--- config.mk ---
export PLATFORM = sky130hd
export DESIGN_NAME = pwr_seq_ctrl
export DESIGN_NICKNAME = d
export VERILOG_FILES = /design/src/rtl/pwr_seq_pkg.sv /design/src/rtl/pwr_ack_model.sv /design/src/rtl/pwr_step_cnt.sv /design/src/rtl/pwr_seq_ctrl.sv
export SDC_FILE = /design/constraint.sdc
export NUM_CORES = 1
export LEC_CHECK = 0
export ABC_AREA = 1
export BUFFER_PORTS_ARGS = -buffer_cell sky130_fd_sc_hd__buf_2
export CAP_MARGIN = 20
export CORE_MARGIN = 2
export CORE_UTILIZATION = 45
export DETAILED_ROUTE_END_ITERATION = 6
export HOLD_SLACK_MARGIN = 0.1
export PLACE_DENSITY = 0.66
export SLEW_MARGIN = 5
export SYNTH_ARGS = -nofsm -noshare
export SYNTH_HDL_FRONTEND = slang
export SYNTH_SLANG_ARGS = --single-unit
--- constraint.sdc ---
create_clock -name clk -period 2.3 [get_ports clk]
set_input_delay 0 -clock clk [delete_from_list [all_inputs] [get_ports clk]]
set_output_delay 0 -clock clk [all_outputs]
set_load 0.05 [all_outputs]
--- src/rtl/pwr_seq_pkg.sv ---
package pwr_seq_pkg;
  typedef enum logic [2:0] {
    ST_ON,       // idle, domain powered
    ST_ISO,      // clamps raised, lead time
    ST_SAVE,     // retention save
    ST_OFFWAIT,  // switch open, awaiting ack low
    ST_OFF,      // idle, domain dark
    ST_ONWAIT,   // switch closed, awaiting ack high
    ST_RST,      // domain reset
    ST_RESTORE   // retention restore
  } seq_state_e;
endpackage

--- src/rtl/pwr_ack_model.sv ---
module pwr_ack_model #(
  parameter int DLY_W = 8
) (
  input  logic             clk,
  input  logic             rst_n,
  input  logic             sw_ctl,
  input  logic [DLY_W-1:0] dly,
  output logic             ack
);
  logic [DLY_W-1:0] wait_cnt;

  always_ff @(posedge clk or negedge rst_n) begin
    if (!rst_n) begin
      wait_cnt <= '0;
      ack      <= 1'b1;
    end else if (sw_ctl != ack) begin
      if (wait_cnt >= dly) begin
        ack      <= sw_ctl;
        wait_cnt <= '0;
      end else begin
        wait_cnt <= wait_cnt + 1'b1;
      end
    end else begin
      wait_cnt <= '0;
    end
  end
endmodule

--- src/rtl/pwr_step_cnt.sv ---
module pwr_step_cnt #(
  parameter int W = 12
) (
  input  logic         clk,
  input  logic         rst_n,
  input  logic         clear,
  output logic [W-1:0] count
);
  always_ff @(posedge clk or negedge rst_n) begin
    if (!rst_n)              count <= '0;
    else if (clear)          count <= '0;
    else if (count != '1)    count <= count + 1'b1;
  end
endmodule

--- src/rtl/pwr_seq_ctrl.sv ---
module pwr_seq_ctrl #(
  parameter int HOLD_W      = 8,
  parameter int CNT_W       = 12,
  parameter int DLY_W       = 8,
  parameter bit USE_EXT_ACK = 1'b0
) (
  input  logic              clk,
  input  logic              rst_n,
  input  logic              req_down,
  input  logic              req_up,
  input  logic              sw_ack,
  input  logic [HOLD_W-1:0] cfg_hold,
  input  logic [DLY_W-1:0]  cfg_ack_delay,
  input  logic [CNT_W-1:0]  cfg_ack_limit,
  output logic              iso_en,
  output logic              ret_save,
  output logic              sw_on,
  output logic              ret_restore,
  output logic              dom_rst,
  output logic              busy,
  output logic              dom_on,
  output logic              ack_err
);
  import pwr_seq_pkg::*;

  localparam int HW = (CNT_W > HOLD_W) ? CNT_W : HOLD_W;

  seq_state_e state, state_nx;
  logic [CNT_W-1:0] step_cnt;
  logic             model_ack, ack;
  logic [HW-1:0]    hold_last;
  logic             hold_done, waiting;

  pwr_step_cnt #(.W(CNT_W)) u_cnt (
    .clk   (clk),
    .rst_n (rst_n),
    .clear (state_nx != state),
    .count (step_cnt)
  );

  pwr_ack_model #(.DLY_W(DLY_W)) u_ack (
    .clk    (clk),
    .rst_n  (rst_n),
    .sw_ctl (sw_on),
    .dly    (cfg_ack_delay),
    .ack    (model_ack)
  );

  assign ack = USE_EXT_ACK ? sw_ack : model_ack;

  always_comb begin
    if (cfg_hold == '0) hold_last = '0;
    else                hold_last = HW'(cfg_hold) - 1'b1;
  end
  assign hold_done = HW'(step_cnt) >= hold_last;
  assign waiting   = (state == ST_OFFWAIT) || (state == ST_ONWAIT);

  always_comb begin
    state_nx = state;
    unique case (state)
      ST_ON:      if (req_down)  state_nx = ST_ISO;
      ST_ISO:     if (hold_done) state_nx = ST_SAVE;
      ST_SAVE:    if (hold_done) state_nx = ST_OFFWAIT;
      ST_OFFWAIT: if (!ack)      state_nx = ST_OFF;
      ST_OFF:     if (req_up)    state_nx = ST_ONWAIT;
      ST_ONWAIT:  if (ack)       state_nx = ST_RST;
      ST_RST:     if (hold_done) state_nx = ST_RESTORE;
      ST_RESTORE: if (hold_done) state_nx = ST_ON;
      default:                   state_nx = ST_ON;
    endcase
  end

  always_ff @(posedge clk or negedge rst_n) begin
    if (!rst_n) state <= ST_ON;
    else        state <= state_nx;
  end

  always_comb begin
    iso_en      = 1'b1;
    sw_on       = 1'b1;
    ret_save    = 1'b0;
    ret_restore = 1'b0;
    dom_rst     = 1'b0;
    unique case (state)
      ST_ON:      iso_en = 1'b0;
      ST_SAVE:    ret_save = 1'b1;
      ST_OFFWAIT: sw_on = 1'b0;
      ST_OFF:     sw_on = 1'b0;
      ST_RST:     dom_rst = 1'b1;
      ST_RESTORE: ret_restore = 1'b1;
      default:    ;
    endcase
  end

  assign busy    = (state != ST_ON) && (state != ST_OFF);
  assign dom_on  = (state == ST_ON);
  assign ack_err = waiting && (step_cnt >= cfg_ack_limit);
endmodule

Yosys cells after proc, flatten, opt, wreduce, memory -nomap -nowiden --
Cells that the tools add are included. W data, S select, Z words.
Word-level totals: output and inout bits 8, input port bits 33, bits in registers 24
Operators by class: equality and inequality tests 11, add/subtract/negate cells 3, $lt $le $gt $ge 3, muxes and demuxes 19, reductions and logical operators 9
Operator list (count):
- $mux W12 | 3
- $ge A12 B12 Y1 | 2
- $mux W3 | 8
- $pmux W3 S8 | 1
- $mux W8 | 2
- $add A12 B1 Y12 const B | 1
- $eq A3 B3 Y1 const B | 4
- $ne A12 B12 Y1 const B | 1
- $sub A8 B1 Y9 const B | 1
- $add A8 B1 Y8 const B | 1
- $ge A8 B8 Y1 | 1
- $logic_not A8 Y1 | 1
- $eq A3 B2 Y1 const B | 2
- $mux W1 | 5
- $eq A3 B1 Y1 const B | 1
- $logic_not A3 Y1 | 1
- $ne A3 B3 Y1 | 1
- $ne A3 B3 Y1 const B | 1
- $reduce_bool A3 Y1 | 1
- $logic_and A1 B1 Y1 | 2
- $reduce_and A2 Y1 | 1
- $reduce_bool A2 Y1 | 1
- $reduce_or A2 Y1 | 1
- $logic_or A1 B1 Y1 | 1
- $ne A1 B1 Y1 | 1

Logic depth before layout (Yosys ltp) --
Gate-level depths: netlist (run 1).
word-level depth 7, gate-level depth with buffers 20, gate-level depth less buffers 19

Cells and area by module --
Synthesis (run 1) repeated with hierarchy kept, for this count alone.
Second synthesis, totals: cell total of the unflattened synthesis 352, area, all modules 2472.4 um^2
By module, submodules not included:
- pwr_seq_ctrl | cells an instance 181, instances 1, area each 1079.8 um^2, sequential area each 75.1 um^2
- pwr_step_cnt | cells an instance 91, instances 1, area each 750.7 um^2, sequential area each 300.3 um^2
- pwr_ack_model | cells an instance 80, instances 1, area each 641.9 um^2, sequential area each 226.5 um^2

Least setup slack after synthesis (run 1) --
OpenSTA, ideal clock, no wires.
path type register -> register, from reg state[0], to reg u_cnt.count[3], period minus slack after synthesis 2.366 ns, path slack -0.066 ns, setup time 0.122 ns, stages on the path, launching flop included 12, buffers on the path 2, arrival time 2.244 ns, required time 2.178 ns, cell sequence dfrtp_1 -> buf_4 -> nor2_4 -> inv_2 -> nor2_2 -> inv_1 -> nor2_1 -> o21bai_2 -> nand2_1 -> nand2_2 -> buf_6 -> nor2_2
Between the ends: cells in the longest elaborated chain, start to end 4, elaborated cells on any way between the ends 20, classes of those cells eq/ne (8); mux (10); reduce/logical (2)
RTL lines:
- start, declared | line pwr_seq_ctrl.sv:28 | seq_state_e state, state_nx;
- start signal, assigned | line pwr_seq_ctrl.sv:75 | else state <= state_nx;
- $logic_not A3 Y1 *
- net dom_on | line pwr_seq_ctrl.sv:21 | output logic dom_on,
- $pmux W3 S8 * | line pwr_seq_ctrl.sv:60 | unique case (state)
- $ne A3 B3 Y1 * | line pwr_seq_ctrl.sv:37 | .clear (state_nx != state),
- $mux W12 / $reduce_bool A2 Y1 (equally long branches)
- end signal, assigned | line pwr_step_cnt.sv:12 | else if (count != '1) count <= count + 1'b1;
- end, declared | line pwr_step_cnt.sv:7 | output logic [W-1:0] count
Mark *: on every way through the listed nets, which the timed path passes. The rest lies on a longest branch. A chain may end at the register's enable or synchronous reset.

Final worst setup path (run 1) --
from reg u_cnt.count[11], to reg u_cnt.count[6]
Between the ends: cells in the longest elaborated chain, start to end 5, elaborated cells on any way between the ends 10, classes of those cells order compare (1); eq/ne (2); mux (6); reduce/logical (1)
RTL lines:
- $ge A12 B12 Y1 | line pwr_seq_ctrl.sv:55 | assign hold_done = HW'(step_cnt) >= hold_last;
- $mux W3, on equally long branches
- $pmux W3 S8 | line pwr_seq_ctrl.sv:60
- $ne A3 B3 Y1 | line pwr_seq_ctrl.sv:37
- $mux W12 / $reduce_bool A2 Y1 (equally long branches)
Several ways; a longest one is shown, not always the timed one.

==> flow_summary.ini, run 1 <==
[outcome]
outcome = completed

[floorplan]
die_width_um = 75.61
ios = 41
start_util_pct = 45.76
die_y_um = 75.61
die_area_sq_um = 5716
coreArea_sq_um = 5042
rows = 26

[drt]
num_vias = 2103
drtAntennaViolNets = 0
viasPerCell = 4.715
routedWlPerCell_um = 9.789
dr.first_iter.drc_count = 71
totalWireLength_mm = 4.366
dr.pass1.iters = 4
drc = 0

[critical_path]
path_class = register to register
cp-end-kind = register
arrival_ns = 2.19
rrSetupSlack_ns = 0.27
crit_required_ns = 2.46
path_max_fanout = 12
critPathLaunchType = register

[timing]
hold_violations = 0
drv_slew = 0
clock_skew_ns = 0.002364
max_slew_margin_pct = 48.10
worst_pin_slew_ns = 0.7777
fin_crit_sh_pct = 88.43
finalSetupViolCount = 0
grt_setup_unrepaired = false
period_needed_ns = 2.034
holdWs_ns = 0.1231
tns_ns = 0
fmax_mhz = 491.7
layout_setup_ws_ns = 0.2661

[power]
powerDensity_nw_per_um2 = 765.2
switchingPower_mw = 1.014
combPwrFrac_pct = 57.5
peakVddDrop_mv = 0.4265
pwr-share-seq_pct = 30.2
p_sw_share_pct = 48.59
p_leak_nw = 1.532
clkPwrFrac_pct = 12.3
p_int_mw = 1.072

[yosys]
synthDistinctLibCells = 33
syn-instance-count = 322
synthXorXnorAreaFrac_pct = 4.555
synth.area.mux_share_pct = 0.4338
synth_top_family_by_area = simple AND/OR/NAND/NOR gates
ys_warn_count = 0
synth_adder_area_share_pct = 18.98
synthesis.area_sq_um = 2307
synth_compound_area_share_pct = 7.863
synth-seq-cells = 24
synth_seq_area_share_pct = 26.08
synthSimpleGateAreaFrac_pct = 31.02
syn_avg_cell_area_sq_um = 7.165

[grt]
grt_max_degree = 25
overflow = 0
track_usage_pct = 16.84
grt_pass1_wl_mm = 7.776
antenna_found_initial = 0
grt_pass1_vias = 1906

[layout]
final_net_count = 445
antennaDiodeCount = 0
final_cell_mix = 65 x nand2_1, 60 x inv_1, 39 x buf_2
drive_gt1_share_pct = 19.95
area_delta_synth_final_pct = 18.17
layout_commonest_cell = nand2_1

[cts]
cts_tree = yes
root_buffer = clkbuf_8
h-tree-depth = 1
clock-sinks = 24
cts_made_buffers = 3
clock_latency_ns = 0.26
clk_pin_slew_ns = 0.09
clock_path_buffers = 2
post_cts_buffers = 0

[run]
maxCapViolCount = 0

[placed_design]
routabilityCongestion = 0.8235
place_ws_ns = 0.007452
port_buffers = 39
hpwl_mm = 3.683

[min_path]
min_path_type = primary input to register
==> synthesized netlist by cell type <==
library cell  number  share of area [%]
inv_2              2               0.33
o221ai_1           1               0.38
a21oi_1           15                3.3
xnor2_1            2               0.76
nor3b_1            3               0.98
buf_4              1               0.33
nor2_4             2               0.98
nor3_1             7                1.5
nand3_1           19                4.1
nand2_1           65                 11
a21boi_1           1               0.33
inv_1             60                9.8
ha_1              35                 19
dfstp_2            1                1.1
or2_2              1               0.27
dfrtp_1           23                 25
o21ai_0           10                2.2
a211oi_1           1               0.33
nand3b_1           1               0.33
conb_1             1               0.16
nand2_2            1               0.27
buf_6              1               0.49
o2111ai_1          1               0.38
nand3_2            1               0.43
and3_1             1               0.27
nor4_1             2               0.54
nand4_1           10                2.7
nor2_1            26                4.2
xor2_1            10                3.8
o21bai_2           1               0.49
nor2_2            14                3.8
o22ai_1            2               0.54
mux2i_1            1               0.43
==> per-layer routing <==
layer	global-route usage, %	vias up	wire (um)
met2	29.76	23	2025
met3	1.587	2	81
met1	23.22	930	2245
li1	-	1148	-
met4	1.754	0	13
met5	0	-	0
==> power groups by stage <==
stage | Clock, mW | Sequential [mW] | Combinational, mW
floorplan | 0 | 0.588 | 0.945
global placement | 0 | 0.634 | 1.19
detailed placement | 0 | 0.635 | 1.21
CTS | 0.260 | 0.628 | 1.22
global route | 0.276 | 0.643 | 1.36
finish | 0.256 | 0.630 | 1.20
==> critical path: stages (launching register included) <==
cell and delay, ns:
dfrtp_1 0.43, ha_1 0.31, nand2_1 0.08, nor2_2 0.19, nand2_1 0.07, nor2_1 0.08, nand2_1 0.08, nand3_1 0.10
nand2_1 0.07, o21bai_2 0.16, nand2_1 0.08, nand2_2 0.09, buf_12 0.15, nor2_1 0.05
==> final timing paths <==
check	from	to	cells past startpoint
worst max-delay path	u_cnt.count[11]$_DFFE_PN0P_	u_cnt.count[6]$_DFFE_PN0P_	13
worst min-delay path	req_down	state[0]$_DFF_PN0_	4
worst max register to register	u_cnt.count[11]$_DFFE_PN0P_	u_cnt.count[6]$_DFFE_PN0P_	13
worst min register to register	u_ack.wait_cnt[0]$_DFF_PN0_	u_ack.wait_cnt[0]$_DFF_PN0_	1
max in group asynchronous	rst_n	u_ack.ack$_DFFE_PN1P_	2
min in group asynchronous	rst_n	u_ack.wait_cnt[6]$_DFF_PN0_	2
==> flip-flops by register name (all words and copies together), names as in the netlist <==
register and count:
u_ack.ack 1, u_cnt.count 12, state 3, u_ack.wait_cnt 8
==> stage by stage <==
stage / cells / utilization (%) / area, sq um / power (mW)
finish: 446 / 54.07 / 2726 / 2.086
floorplan: 325 / - / 2323 / 1.534
CTS: 446 / 54.00 / 2723 / 2.104
detailed placement: 441 / 52.90 / 2668 / 1.848
global placement: 441 / 52.90 / 2668 / 1.823
global route: 446 / 54.07 / 2726 / 2.281
==> cells by family after synthesis <==
logic type               after synthesis
AO/OA/AOI/OAI                         32
adder cells (fa/ha/maj)               35
flip-flops                            24
multiplexers                           1
buffers and inverters                 64
XOR/XNOR                              12
AND/OR/NAND/NOR                      153
other                                  1
==> timing repair <==
action / CTS / global route
endpoints found under the hold margin: 24 / 0
setup endpoints to repair: 0 / 2
resized for setup: 0 / 1
hold buffers: 1 / 0
==> final cells by class <==
type / instances / area, sq um
clock buffer: 4 / 45.04
timing repair buffer: 49 / 285.3
tap: 70 / 87.58
sequential: 24 / 601.8
inverter: 62 / 232.7
multi-input combinational: 237 / 1474
fill: 498 / 2316
No activity file was read; power rests on OpenSTA's default activity.
==> run 2: changes to the inputs <==
==> constraint.sdc (replaced) <==
create_clock -name clk -period 2.3 [get_ports clk]
set_input_delay 0.345 -clock clk [delete_from_list [all_inputs] [get_ports clk]]
set_output_delay 0.345 -clock clk [all_outputs]
set_load 0.05 [all_outputs]
==> flow_summary.ini, run 2 (synthesis gave the netlist of run 1 again) <==
[run]
maxCapViolCount = 0

[layout]
largest_reg_flops = 12
final_cell_mix = 57 x inv_1, 57 x nand2_1, 35 x buf_2
final_net_count = 459
design_area_sq_um = 3032
top_register = u_cnt.count
area_delta_synth_final_pct = 31.40
drive_gt1_share_pct = 28.97
antennaDiodeCount = 0
finalNonFillerCells = 460
top_regs = u_cnt.count x12, u_ack.wait_cnt x8, state x3
nFillCells = 462

[outcome]
outcome = finished with violations
violations = setup timing

[floorplan]
ios = 41
die_y_um = 75.61
die_width_um = 75.61
rows = 26
die_area_sq_um = 5716
start_util_pct = 45.76
coreArea_sq_um = 5042

[critical_path]
cp-end-kind = register
cp_slowest_cell = ha_1
worst-path-buf-inv = 3
path_common_cell = nand2_2
path_delay_family = simple AND/OR/NAND/NOR gates
critPathMaxStageDelay_ns = 0.26
critPathLaunchType = primary input
crit_required_ns = 2.45
path_cells = buf_8 -> nor2_4 -> nand4_1 -> nor2_1 -> nand2_1 -> o21ai_1 -> ha_1 -> nand2_1 -> inv_2 -> nand2_2 -> nand2_2 -> a21oi_4 -> nand2_2 -> nand2_2 -> nand2_2 -> o21bai_4 -> nand2_2 -> nand2_4 -> buf_12 -> nor2_4
arrival_ns = 2.49
path_class = primary input to register
path_max_fanout = 6

[power]
powerDensity_nw_per_um2 = 821.0
peakVddDrop_mv = 0.4563
p_leak_nw = 1.633

[timing]
clock_skew_ns = 0.009725
period_needed_ns = 2.343
finalSetupViolCount = 12
grt_setup_unrepaired = true
worst_pin_slew_ns = 0.7935
hold_violations = 0
drv_slew = 0
max_slew_margin_pct = 47.05
layout_setup_ws_ns = -0.04322
fin_crit_sh_pct = 101.9
fmax_mhz = 426.8

[drt]
met1_length_mm = 2.248
wl_met3_um = 77
dr.first_iter.drc_count = 51
met2WireLength_mm = 2.565
viasPerCell = 4.733
num_vias = 2177
dr.max_layer_used = met4
dr.pass1.iters = 4
routedWlPerCell_um = 10.69
totalWireLength_mm = 4.916
drtAntennaViolNets = 0
drc = 0

[grt]
grt_pass1_wl_mm = 8.224
grt_max_degree = 25
antenna_found_initial = 0
track_usage_pct = 18.24
grt_pass1_vias = 2041
overflow = 0

[cts]
cts_made_buffers = 3
clock_latency_ns = 0.27
clock-sinks = 24
clock_path_buffers = 2
root_buffer = clkbuf_8
h-tree-depth = 1
clk_pin_slew_ns = 0.08
cts_tree = yes

[placed_design]
port_buffers = 39
hpwl_mm = 3.691
dp_cells = 446
placed_area_sq_um = 2741
routabilityCongestion = 0.7973

[min_path]
min_path_type = register to register
## run 2: what timing repair did
action,CTS,global route
pin swaps,17,16
gates resized for setup,14,23
hold endpoints to repair,23,0
setup buffers,7,1
cloned,1,0
endpoints found under the setup margin,13,16
hold buffers,1,0
## run 2: worst paths after layout
kind / slack (ns) / from / depth (start not counted) / end
min in group asynchronous: 0.59 / rst_n / 2 / u_ack.wait_cnt[2]$_DFF_PN0_
max reg2reg: 0.08 / u_cnt.count[11]$_DFFE_PN0P_ / 14 / u_cnt.count[6]$_DFFE_PN0P_
min: 0.51 / u_ack.wait_cnt[0]$_DFF_PN0_ / 1 / u_ack.wait_cnt[0]$_DFF_PN0_
max in group asynchronous: 1.33 / rst_n / 2 / u_ack.ack$_DFFE_PN1P_
min reg2reg: 0.51 / u_ack.wait_cnt[0]$_DFF_PN0_ / 1 / u_ack.wait_cnt[0]$_DFF_PN0_
max: -0.04 / cfg_hold[1] / 20 / u_cnt.count[6]$_DFFE_PN0P_
## run 2: layout make-up
cell class                      count  area, sq um  share of cell area (%)
Timing Repair Buffer               63        442.9                   14.61
Multi-Input combinational cell    237         1622                   53.49
Tap cell                           70        87.58                   2.889
Clock buffer                        4        45.04                   1.486
Inverter                           62        232.7                   7.676
Sequential cell                    24        601.8                   19.85
## run 2: through the flow
stage	utilization, %	hold slack [ns]	power [mW]	setup slack, ns	TNS, ns
6_report	60.12	0.5054	2.489	-0.04322	-0.3338
5_1_grt	60.12	0.5422	2.704	-0.1868	-2.394
4_1_cts	58.06	0.5064	2.374	-0.01596	-0.1412
3_5_place_dp	54.37	0.3613	1.903	-0.3268	-3.842
3_3_place_gp	54.37	0.3654	1.880	-0.2621	-3.088
2_1_floorplan	-	0.04941	1.567	0.004957	0
## run 2: per-layer routing
layer | vias up | global-route usage, %
met5 | - | 0
met4 | 0 | 3.509
met3 | 2 | 1.190
met2 | 22 | 35.46
met1 | 978 | 22.02
li1 | 1175 | -
## run 2: power breakdown
group	switching [mW]	leakage, nW	internal (mW)
logic	0.907	1.29	0.689
clock network	0.136	0.0228	0.124
registers	0.126	0.322	0.509
